File: config.mk
export PLATFORM = sky130hd
export DESIGN_NAME = pcw_window_decoder
export DESIGN_NICKNAME = d
export VERILOG_FILES = /design/src/rtl/pcw_pkg.sv /design/src/rtl/pcw_size_decode.sv /design/src/rtl/pcw_window_match.sv /design/src/rtl/pcw_prio_pick.sv /design/src/rtl/pcw_window_decoder.sv
export SDC_FILE = /design/constraint.sdc
export NUM_CORES = 1
export LEC_CHECK = 0
export ABC_AREA = 1
export BUFFER_PORTS_ARGS = -buffer_cell sky130_fd_sc_hd__buf_2
export CAP_MARGIN = 40
export CORE_ASPECT_RATIO = 0.75
export CORE_UTILIZATION = 38
export CTS_BUF_LIST = sky130_fd_sc_hd__clkbuf_8
export CTS_CLUSTER_DIAMETER = 200
export CTS_CLUSTER_SIZE = 25
export DETAILED_ROUTE_END_ITERATION = 8
export SLEW_MARGIN = 20
export SYNTH_ARGS = -nofsm -noshare
export SYNTH_HDL_FRONTEND = slang
export SYNTH_SLANG_ARGS = --single-unit
File: constraint.sdc
create_clock -name clk -period 4 [get_ports clk]
set_input_delay 0.8 -clock clk [delete_from_list [all_inputs] [get_ports clk]]
set_output_delay 0.8 -clock clk [all_outputs]
set_load 0.02 [all_outputs]
File: src/rtl/pcw_pkg.sv
// Shared definitions for the PC Card window decoder.
// Assumes option words are 32 bits with fixed field positions.
package pcw_pkg;

    localparam int OPT_W = 32;

    // Option fields kept per window (unused option bits are not stored).
    typedef struct packed {
        logic [4:0] size_code;
        logic       wide;
        logic [1:0] space;
        logic       sock_b;
        logic       wprot;
        logic       valid;
    } opt_t;

    // Unpack a written option word into its stored fields.
    function automatic opt_t opt_unpack(input logic [OPT_W-1:0] w);
        opt_t o;
        o.size_code = w[31:27];
        o.wide      = w[6];
        o.space     = w[4:3];
        o.sock_b    = w[2];
        o.wprot     = w[1];
        o.valid     = w[0];
        return o;
    endfunction

    // Map a size code to {legal, log2(bytes)}.
    function automatic logic [5:0] size_lookup(input logic [4:0] code);
        logic [5:0] r;
        case (code)
            5'd0:  r = {1'b1, 5'd0};
            5'd1:  r = {1'b1, 5'd1};
            5'd2:  r = {1'b1, 5'd3};
            5'd3:  r = {1'b1, 5'd2};
            5'd4:  r = {1'b1, 5'd7};
            5'd5:  r = {1'b1, 5'd6};
            5'd6:  r = {1'b1, 5'd4};
            5'd7:  r = {1'b1, 5'd5};
            5'd8:  r = {1'b1, 5'd15};
            5'd9:  r = {1'b1, 5'd14};
            5'd10: r = {1'b1, 5'd12};
            5'd11: r = {1'b1, 5'd13};
            5'd12: r = {1'b1, 5'd8};
            5'd13: r = {1'b1, 5'd9};
            5'd14: r = {1'b1, 5'd11};
            5'd15: r = {1'b1, 5'd10};
            5'd20: r = {1'b1, 5'd24};
            5'd21: r = {1'b1, 5'd25};
            5'd23: r = {1'b1, 5'd26};
            5'd24: r = {1'b1, 5'd16};
            5'd25: r = {1'b1, 5'd17};
            5'd26: r = {1'b1, 5'd19};
            5'd27: r = {1'b1, 5'd18};
            5'd28: r = {1'b1, 5'd23};
            5'd29: r = {1'b1, 5'd22};
            5'd30: r = {1'b1, 5'd20};
            5'd31: r = {1'b1, 5'd21};
            default: r = {1'b0, 5'd0};
        endcase
        return r;
    endfunction

endpackage

File: src/rtl/pcw_size_decode.sv
// Turns a size code into a compare mask covering the address bits
// at and above the window size. Assumes ADDR_W > 26.
module pcw_size_decode #(
    parameter int ADDR_W = 32
) (
    input  logic [4:0]        code,
    output logic              legal,
    output logic [ADDR_W-1:0] mask
);
    logic [4:0] lg;

    // Look up size and build the upper-bit mask.
    always_comb begin
        {legal, lg} = pcw_pkg::size_lookup(code);
        mask        = {ADDR_W{1'b1}} << lg;
    end
endmodule

File: src/rtl/pcw_window_match.sv
// Compares one host address against one window.
// Assumes the window fields are stable during the compare.
module pcw_window_match #(
    parameter int ADDR_W = 32
) (
    input  logic [ADDR_W-1:0] base,
    input  pcw_pkg::opt_t     opt,
    input  logic [ADDR_W-1:0] addr,
    output logic              match
);
    logic              legal;
    logic [ADDR_W-1:0] mask;

    pcw_size_decode #(.ADDR_W(ADDR_W)) u_size (
        .code  (opt.size_code),
        .legal (legal),
        .mask  (mask)
    );

    // Match on the masked upper bits of a valid, legally sized window.
    always_comb match = opt.valid && legal && (((addr ^ base) & mask) == '0);
endmodule

File: src/rtl/pcw_prio_pick.sv
// Chooses the lowest-numbered set request bit.
// Assumes IDX_W is wide enough to index N.
module pcw_prio_pick #(
    parameter int N     = 8,
    parameter int IDX_W = 3
) (
    input  logic [N-1:0]     req,
    output logic             any,
    output logic [IDX_W-1:0] idx
);
    // Scan from the top so the lowest set bit is the final assignment.
    always_comb begin
        any = |req;
        idx = '0;
        for (int i = N - 1; i >= 0; i--) begin
            if (req[i]) idx = IDX_W'(i);
        end
    end
endmodule

File: src/rtl/pcw_window_decoder.sv
// Bank of host windows for a PC Card socket controller. Holds base and
// option registers for every window, decodes each host access against
// them and registers the result for one cycle. Assumes ADDR_W <= 32.
module pcw_window_decoder #(
    parameter int NUM_WIN = 8,
    parameter int ADDR_W  = 32,
    localparam int IDX_W  = $clog2(NUM_WIN),
    localparam int CFG_AW = IDX_W + 1
) (
    input  logic                      clk,
    input  logic                      rst_n,
    input  logic                      cfg_we,
    input  logic [CFG_AW-1:0]         cfg_addr,
    input  logic [pcw_pkg::OPT_W-1:0] cfg_wdata,
    input  logic                      acc_valid,
    input  logic [ADDR_W-1:0]         acc_addr,
    input  logic                      acc_write,
    output logic                      dec_hit,
    output logic [IDX_W-1:0]          dec_win,
    output logic                      dec_sock_b,
    output logic [1:0]                dec_space,
    output logic                      dec_wide,
    output logic                      dec_wprot,
    output logic                      dec_fwd,
    output logic                      dec_wp_err
);
    logic [ADDR_W-1:0] base_q [NUM_WIN];
    pcw_pkg::opt_t     opt_q  [NUM_WIN];
    logic [NUM_WIN-1:0] match;
    logic               any;
    logic [IDX_W-1:0]   pick;
    pcw_pkg::opt_t      sel;
    logic               take;

    for (genvar w = 0; w < NUM_WIN; w++) begin : g_win
        // Window registers: even address is base, odd is option.
        always_ff @(posedge clk) begin
            if (!rst_n) begin
                base_q[w] <= '0;
                opt_q[w]  <= '0;
            end else if (cfg_we && cfg_addr == CFG_AW'(2 * w)) begin
                base_q[w] <= cfg_wdata[ADDR_W-1:0];
            end else if (cfg_we && cfg_addr == CFG_AW'(2 * w + 1)) begin
                opt_q[w]  <= pcw_pkg::opt_unpack(cfg_wdata);
            end
        end

        pcw_window_match #(.ADDR_W(ADDR_W)) u_match (
            .base  (base_q[w]),
            .opt   (opt_q[w]),
            .addr  (acc_addr),
            .match (match[w])
        );
    end

    pcw_prio_pick #(.N(NUM_WIN), .IDX_W(IDX_W)) u_pick (
        .req (match),
        .any (any),
        .idx (pick)
    );

    // Select the winning window's fields and qualify by access valid.
    always_comb begin
        sel  = opt_q[pick];
        take = acc_valid && any;
    end

    // Register the decode result.
    always_ff @(posedge clk) begin
        if (!rst_n || !take) begin
            dec_hit    <= 1'b0;
            dec_win    <= '0;
            dec_sock_b <= 1'b0;
            dec_space  <= 2'b00;
            dec_wide   <= 1'b0;
            dec_wprot  <= 1'b0;
            dec_fwd    <= 1'b0;
            dec_wp_err <= 1'b0;
        end else begin
            dec_hit    <= 1'b1;
            dec_win    <= pick;
            dec_sock_b <= sel.sock_b;
            dec_space  <= sel.space;
            dec_wide   <= sel.wide;
            dec_wprot  <= sel.wprot;
            dec_fwd    <= !(acc_write && sel.wprot);
            dec_wp_err <= acc_write && sel.wprot;
        end
    end
endmodule

==> results by group, run 1 <==
Pwr
  – Sequential power share: 57.4%
  – Cell Pwr Density: approximately 350 mW/mm2
  – Leak: 9.46 nW
  – Comb pwr share: 20.7%
  – Switching pwr: 0.00246 W
  – Cell Int Power: 0.00523 W
  – Maximum resistive drop on vdd: around 0.25 mV
  – Sw Share: 32.0%
  – Clk network pwr share: 21.9%

Logic synthesis
  – Post-Synth Adder-Cell Area: 1.98%
  – XOR/XNOR share of the synthesized area: 11.2%
  – Synthesized cell area: 0.0203 mm2
  – Mapped Cells: 2303
  – Largest family of logic cells by synthesized area: simple AND/OR/NAND/NOR gates
  – Sequential cell area fraction in the yosys report: between 50% and 60%
  – Synth top area share: 51.0%
  – Post-synthesis mux area share: 0%
  – Syn. warnings: 0
  – Net Count, Synth: 2408
  – Top post-synthesis cells by area: edfxtp_1 51%, nand2_1 9.4%, xor2_1 8.9%, nor2_1 8.4%, nand3_1 3.8%
  – Synthesized flop and latch total: 355
  – Synth Area in Compound Gates: 5.96%
  – Avg Cell Area, Syn: 8.80 um2
  – Yosys top cell by area: edfxtp_1
  – Yosys cell types: 52
  – Post-synthesis simple-gate area fraction: 23.4%

STA
  – Skew final: 0.0357 ns
  – Total Neg Setup Slack: 0 ns
  – Slew @ Worst Pin: 0.860 ns
  – Endpoints failing hold: 0
  – Slew headroom: 42.6%
  – RSZ-0062 raised after global routing: false
  – Tmin final: between 3 and 4 ns
  – F_max: 0.267 GHz
  – Fin crit share: between 90% and 100%
  – Max Slew Vio Count: 0
  – Final setup viols: 0

Final layout
  – Fin nets: 2500
  – Seq. cell area: 0.0106 mm2
  – Most common cell after layout, fill and taps aside: nand2_1
  – Commonest cells after routing, fill and taps aside: 505 x nand2_1, 452 x nor2_1, 344 x edfxtp_1
  – Final std cells w/o fill: 3110
  – # fillers: roughly 5200
  – Syn-to-layout area delta: 9.53%
  – Layout cells sized above 1: 10.6%
  – Antenna Cells: 0
  – Area of the multi-input gates: between 0.008 and 0.009 mm2

Setup path
  – Crit Path Max Fanout: 8
  – WP data required: about 4.5 ns
  – Crit Path Category: reg2reg
  – Crit. End Element: register
  – Worst path arrival time: 4.28 ns
  – CP Launch Type: register

CTS
  – CTS tree: yes
  – Root buffer cell: clkbuf_8
  – CTS Buffer Depth: 3
  – Clk_lat worst skew: between 0.6 and 0.7 ns
  – Clock slew seen by the registers of the worst setup and hold paths: ~0.16 ns
  – CTS Hold Bufs: 0
  – Num CTS Buffers: 18
  – Clock sinks: 355
  – H-tree levels: 1

GRT
  – Vias in the first global route: 15800
  – Gr usage total: roughly 27%
  – Initial antenna violation count: 0
  – First-pass GRT wire length: 106000 um
  – Largest net degree at the start of global routing: 34
  – GRT overflow: 0

Floorplan
  – Initial Utilization: 38.9%
  – IO Pins: 84
  – Die Wd: 269 um
  – FP Rows: 72
  – Core area: 0.0521 mm2
  – Chip Height: between 200 and 250 um
  – DIE AREA: 0.0543 mm2

Route
  – Drt wl/cell: 23.5 um
  – Drt pass-1 iters: 8
  – Antenna-violating nets left: 0
  – Initial DRC count: about 2000
  – # DRC: 0
  – Vias: 16600
  – Total Wirelength: 73000 um
  – Vias/cell: 5.33

Job
  – Max-cap violation count: 0

Placement
  – Placed Cells incl. Taps: between 3000 and 4000
  – PortBufs: 83
  – Post-DP HPWL: around 52000 um
  – Routability Congestion: 0.974

Outcome
  – Outcome: finished, final reports clean

Worst hold path
  – Worst min-delay path class: in2reg
==> worst paths after layout <==
check / from / end / slack [ns] / depth (start not counted)
worst min-delay path: acc_write / dec_fwd$_SDFF_PN0_ / 0.35 / 2
worst min register to register: opt_q[1][2]$_SDFFCE_PN0P_ / dec_sock_b$_SDFF_PN0_ / 0.63 / 4
worst max-delay path: opt_q[7][9]$_SDFFCE_PN0P_ / dec_wide$_SDFF_PN0_ / 0.25 / 19
worst max register to register: opt_q[7][9]$_SDFFCE_PN0P_ / dec_wide$_SDFF_PN0_ / 0.25 / 19
==> through the flow <==
| stage | utilization [%] | power, W | worst slack, ns | hold slack, ns | instance area [um2] |
|---|---|---|---|---|---|
| 2_1_floorplan | - | 0.00544 | 0.746 | 0.532 | 20300 |
| 3_3_place_gp | 41.6 | 0.00602 | 0.349 | 0.615 | 21700 |
| 3_5_place_dp | 41.9 | 0.00604 | 0.301 | 0.586 | 21800 |
| 4_1_cts | 42.5 | 0.00766 | 0.273 | 0.320 | 22100 |
| 5_1_grt | 42.6 | 0.00796 | 0.0224 | 0.347 | 22200 |
| 6_report | 42.6 | 0.00769 | 0.254 | 0.349 | 22200 |
==> power groups by stage <==
stage          Clock [W]  Sequential (W)  Combinational, W
6_report         0.00169         0.00441           0.00159
5_1_grt          0.00180         0.00444           0.00172
4_1_cts          0.00170         0.00442           0.00155
3_5_place_dp           0         0.00450           0.00154
3_3_place_gp           0         0.00449           0.00153
2_1_floorplan          0         0.00446          0.000983
==> final cells by class <==
| class | count | share of cell area, % |
|---|---|---|
| Clock buffer | 19 | 1.18 |
| Clock inverter | 13 | 0.293 |
| Inverter | 181 | 3.06 |
| Multi-Input combinational cell | 1674 | 39.0 |
| Sequential cell | 355 | 47.5 |
| Tap cell | 703 | 3.96 |
| Timing Repair Buffer | 165 | 4.97 |
==> kinds of logic (layout without fill, tap and decap cells) <==
group	after synthesis	after routing
simple gates	1167	1167
flops	355	355
buf+inv	274	378
xor+xnor	259	259
compound gates	216	216
fa+ha+maj	32	32
==> layer usage <==
layer  global-route usage [%]  routed length (um)
met3                     5.26                7540
met5                        0                   0
met4                     6.66                2070
met2                     40.6               31400
met1                     39.5               32000
==> cells in the mapped netlist, drive strengths merged <==
cell     instances
or2             12
o211ai           5
o2111a           1
nor3b            2
nor3            11
o21ai          133
clkbuf          60
a21boi           3
dfxtp           11
xnor2           53
ha              32
xor2           206
nand3          155
nand2b           1
o21a             3
inv            181
nor2           456
a22oi            1
nand2          518
a21oi           54
nand4           10
o221ai           1
o211a            1
nand3b           2
edfxtp         344
a31oi            4
a211oi           2
a22o             1
a21o             1
o21bai           2
o2bb2ai          1
o22ai            3
buf             33
==> worst max-delay path, stage by stage, from the launching register on <==
cell      delay (ns)
edfxtp_1        0.43
ha_1            0.29
inv_1           0.03
o21ai_1         0.36
inv_2           0.13
nor2_1          0.28
nand2_1         0.12
o21ai_1         0.13
nand3_1         0.10
nor2_1          0.17
nand3_1         0.14
o21ai_1         0.30
nand3_1         0.28
a21oi_4         0.33
buf_4           0.20
a21oi_1         0.05
o21ai_0         0.09
o21ai_1         0.09
nand2_1         0.08
nand2_1         0.05
==> sequential cells by signal, summed over array words and instances, names as in the netlist <==
signal and flops:
opt_q 88, dec_win 3, dec_wp_err 1, dec_fwd 1, dec_wide 1, dec_wprot 1, dec_sock_b 1, dec_space 2
base_q 256, dec_hit 1
==> timing repair <==
action	CTS	global route
setup endpoints to repair	0	5
resized for setup	0	2
buffers inserted	0	8
No activity file was read; power rests on OpenSTA's default activity.
==> inputs of run 2 (changes only) <==
--- a/config.mk
+++ b/config.mk
@@ -14,6 +14,7 @@
 export CTS_CLUSTER_DIAMETER = 200
 export CTS_CLUSTER_SIZE = 25
 export DETAILED_ROUTE_END_ITERATION = 8
+export GPL_TIMING_DRIVEN = 0
 export SLEW_MARGIN = 20
 export SYNTH_ARGS = -nofsm -noshare
 export SYNTH_HDL_FRONTEND = slang
==> run 2 against run 1 <==
- hold slack improved by 0.013 ns
- register-to-register slack improved by 0.03 ns
- count of clock-buffer cells in the layout stayed put
- critical path depth grew 1
- sequential share of layout area barely moved
- via count is 0.10% higher
- critical endpoint is now dec_space[0]$_SDFF_PN0_
==> results by group, run 2 (same netlist as run 1, synthesis figures left out) <==
Placement
  – DP Area: 0.0217 mm2
  – Setup WS pre-CTS: -0.226 ns
  – Routability Congestion: 0.963
  – PortBufs: 51
  – Post-DP HPWL: 52200 um

STA
  – Max Slew Vio Count: 0
  – Tmin final: 3.72 ns
  – Endpoints failing hold: 0
  – RSZ-0062 raised after global routing: false
  – Setup slack after layout: 0.280 ns
  – Skew final: 0.0399 ns
  – WHS: 0.362 ns
  – Slew @ Worst Pin: ~0.89 ns
  – F_max: 0.269 GHz
  – Final setup viols: 0
  – Slew headroom: 40.3%
  – Fin crit share: roughly 93%
  – Total Neg Setup Slack: 0 ns

Setup path
  – Crit Path Max Fanout: 10
  – WP data required: 4.58 ns
  – Worst setup startpoint: opt_q[6][9]$_SDFFCE_PN0P_
  – Worst path arrival time: between 4 and 5 ns
  – Crit Path Category: reg2reg
  – Critical path's slowest cell: edfxtp_1
  – Crit. End Element: register
  – End of the critical path: dec_space[0]$_SDFF_PN0_
  – RR Endpoint: dec_space[0]$_SDFF_PN0_
  – CP Launch Type: register
  – Worst reg2reg setup slack: about 0.28 ns
  – Critical path's largest stage delay: 0.43 ns
  – RR Startpoint: opt_q[6][9]$_SDFFCE_PN0P_
  – Worst path cell trace: ha_1, inv_1, o21ai_4, inv_1, nand3_1, inv_1, o21ai_0, nand2_1, nor2_1, nand3_1, nand2_1, nand2_1, o21ai_1, nand3_1, a21oi_4, buf_6, o21ai_0, o21ai_1, nand2_1, nand2_1
  – Most used cell, CP: nand2_1
  – Register-to-Register Path Depth: 20

Floorplan
  – Die Wd: 269 um
  – IO Pins: 84
  – DIE AREA: between 0.05 and 0.06 mm2
  – FP Rows: 72
  – Core area: 0.0521 mm2
  – Initial Utilization: 38.9%
  – Chip Height: 202 um

Final layout
  – # fillers: approximately 5300
  – Area of the multi-input gates: 0.00869 mm2
  – Commonest cells after routing, fill and taps aside: 499 x nand2_1, 451 x nor2_1, 344 x edfxtp_1
  – Fin nets: around 2500
  – Seq. cell area: approximately 0.011 mm2
  – Largest regs: base_q: 256 flops, opt_q: 88 flops, dec_win: 3 flops
  – Antenna Cells: 0
  – Fin area: 0.0222 mm2
  – Most common cell after layout, fill and taps aside: nand2_1
  – Layout cells sized above 1: 9.08%
  – Max reg flops: between 200 and 300
  – Largest Register: base_q
  – Syn-to-layout area delta: 9.46%

GRT
  – Largest net degree at the start of global routing: 33
  – Gr usage total: 27.3%
  – Initial antenna violation count: 1
  – GRT overflow: 0
  – First-pass GRT wire length: ~110000 um
  – Vias in the first global route: 15700

CTS
  – CTS Hold Bufs: 0
  – Num CTS Buffers: 18
  – CTS Buffer Depth: 3
  – Clk_lat worst skew: between 0.6 and 0.7 ns
  – H-tree levels: 1
  – Clock slew seen by the registers of the worst setup and hold paths: 0.17 ns
  – Clock sinks: 355
  – Root buffer cell: clkbuf_8
  – CTS tree: yes

Pwr
  – Cell Pwr Density: 347 mW/mm2
  – Leak: 9.35 nW
  – Pwr Total: just under 0.008 W
  – Maximum resistive drop on vdd: 0.285 mV

Route
  – Vias/cell: 5.33
  – # DRC: 0
  – Initial DRC count: about 2100
  – Drt wl/cell: ~24 um
  – Drt pass-1 iters: 5
  – Vias: 16600
  – Total Wirelength: around 74000 um
  – Antenna-violating nets left: 0

Job
  – Max-cap violation count: 0

Outcome
  – Outcome: finished, final reports clean

Worst hold path
  – Worst min-delay path class: in2reg
## run 2: worst min path at each step
stage | from | endpoint | slack (ns) | cells after the start
after global routing | acc_write | dec_fwd$_SDFF_PN0_ | 0.33 | 2
after floorplan | opt_q[5][2]$_SDFFCE_PN0P_ | dec_sock_b$_SDFF_PN0_ | 0.53 | 4
after CTS | acc_write | dec_fwd$_SDFF_PN0_ | 0.33 | 2
after global placement | opt_q[6][5]$_SDFFCE_PN0P_ | dec_wide$_SDFF_PN0_ | 0.62 | 4
after detailed placement | opt_q[5][2]$_SDFFCE_PN0P_ | dec_sock_b$_SDFF_PN0_ | 0.61 | 4
final | acc_write | dec_fwd$_SDFF_PN0_ | 0.36 | 2
## run 2: where the power goes
group | internal, W | switching [W] | leakage (nW)
Clock | 0.000462 | 0.00125 | 0.210
Sequential | 0.00429 | 0.000112 | 3.38
Combinational | 0.000466 | 0.00112 | 5.76
## run 2: through the flow
| stage | cells | util [%] |
|---|---|---|
| 4_1_cts | 3106 | 42.3 |
| 6_report | 3116 | 42.6 |
| 3_5_place_dp | 3074 | 41.7 |
| 2_1_floorplan | 2303 | - |
| 3_3_place_gp | 3057 | 41.1 |
| 5_1_grt | 3116 | 42.6 |
## run 2: routing by layer
metal | vias to the layer above | track usage, % | wire length [um]
met1 | 8050 | 39.8 | 32200
met3 | 96 | 4.64 | 7070
met2 | 784 | 41.7 | 32300
met4 | 0 | 7.35 | 2170
met5 | - | 0.450 | 0
li1 | 7675 | - | -
## run 2: critical path: cells and delay by family, from the launching register on
family / cells / cell delay, ns
adders and majority gates: 1 / 0.28
buffers and inverters: 4 / 0.52
AOI/OAI and AO/OA: 6 / 1.24
and+or+nand+nor: 9 / 1.16
DFF: 1 / 0.43
## run 2: final cells by class
| cell class | instances | area share [%] |
|---|---|---|
| Inverter | 181 | 3.06 |
| Tap cell | 703 | 3.97 |
| Timing Repair Buffer | 78 | 2.79 |
| Buffer | 93 | 1.94 |
| Multi-Input combinational cell | 1674 | 39.2 |
| Clock inverter | 13 | 0.293 |
| Clock buffer | 19 | 1.18 |
| Sequential cell | 355 | 47.6 |
## run 2: what timing repair did
action / in CTS / in global routing
buffers inserted: 0 / 6
resized for setup: 0 / 10
setup endpoints to repair: 0 / 7
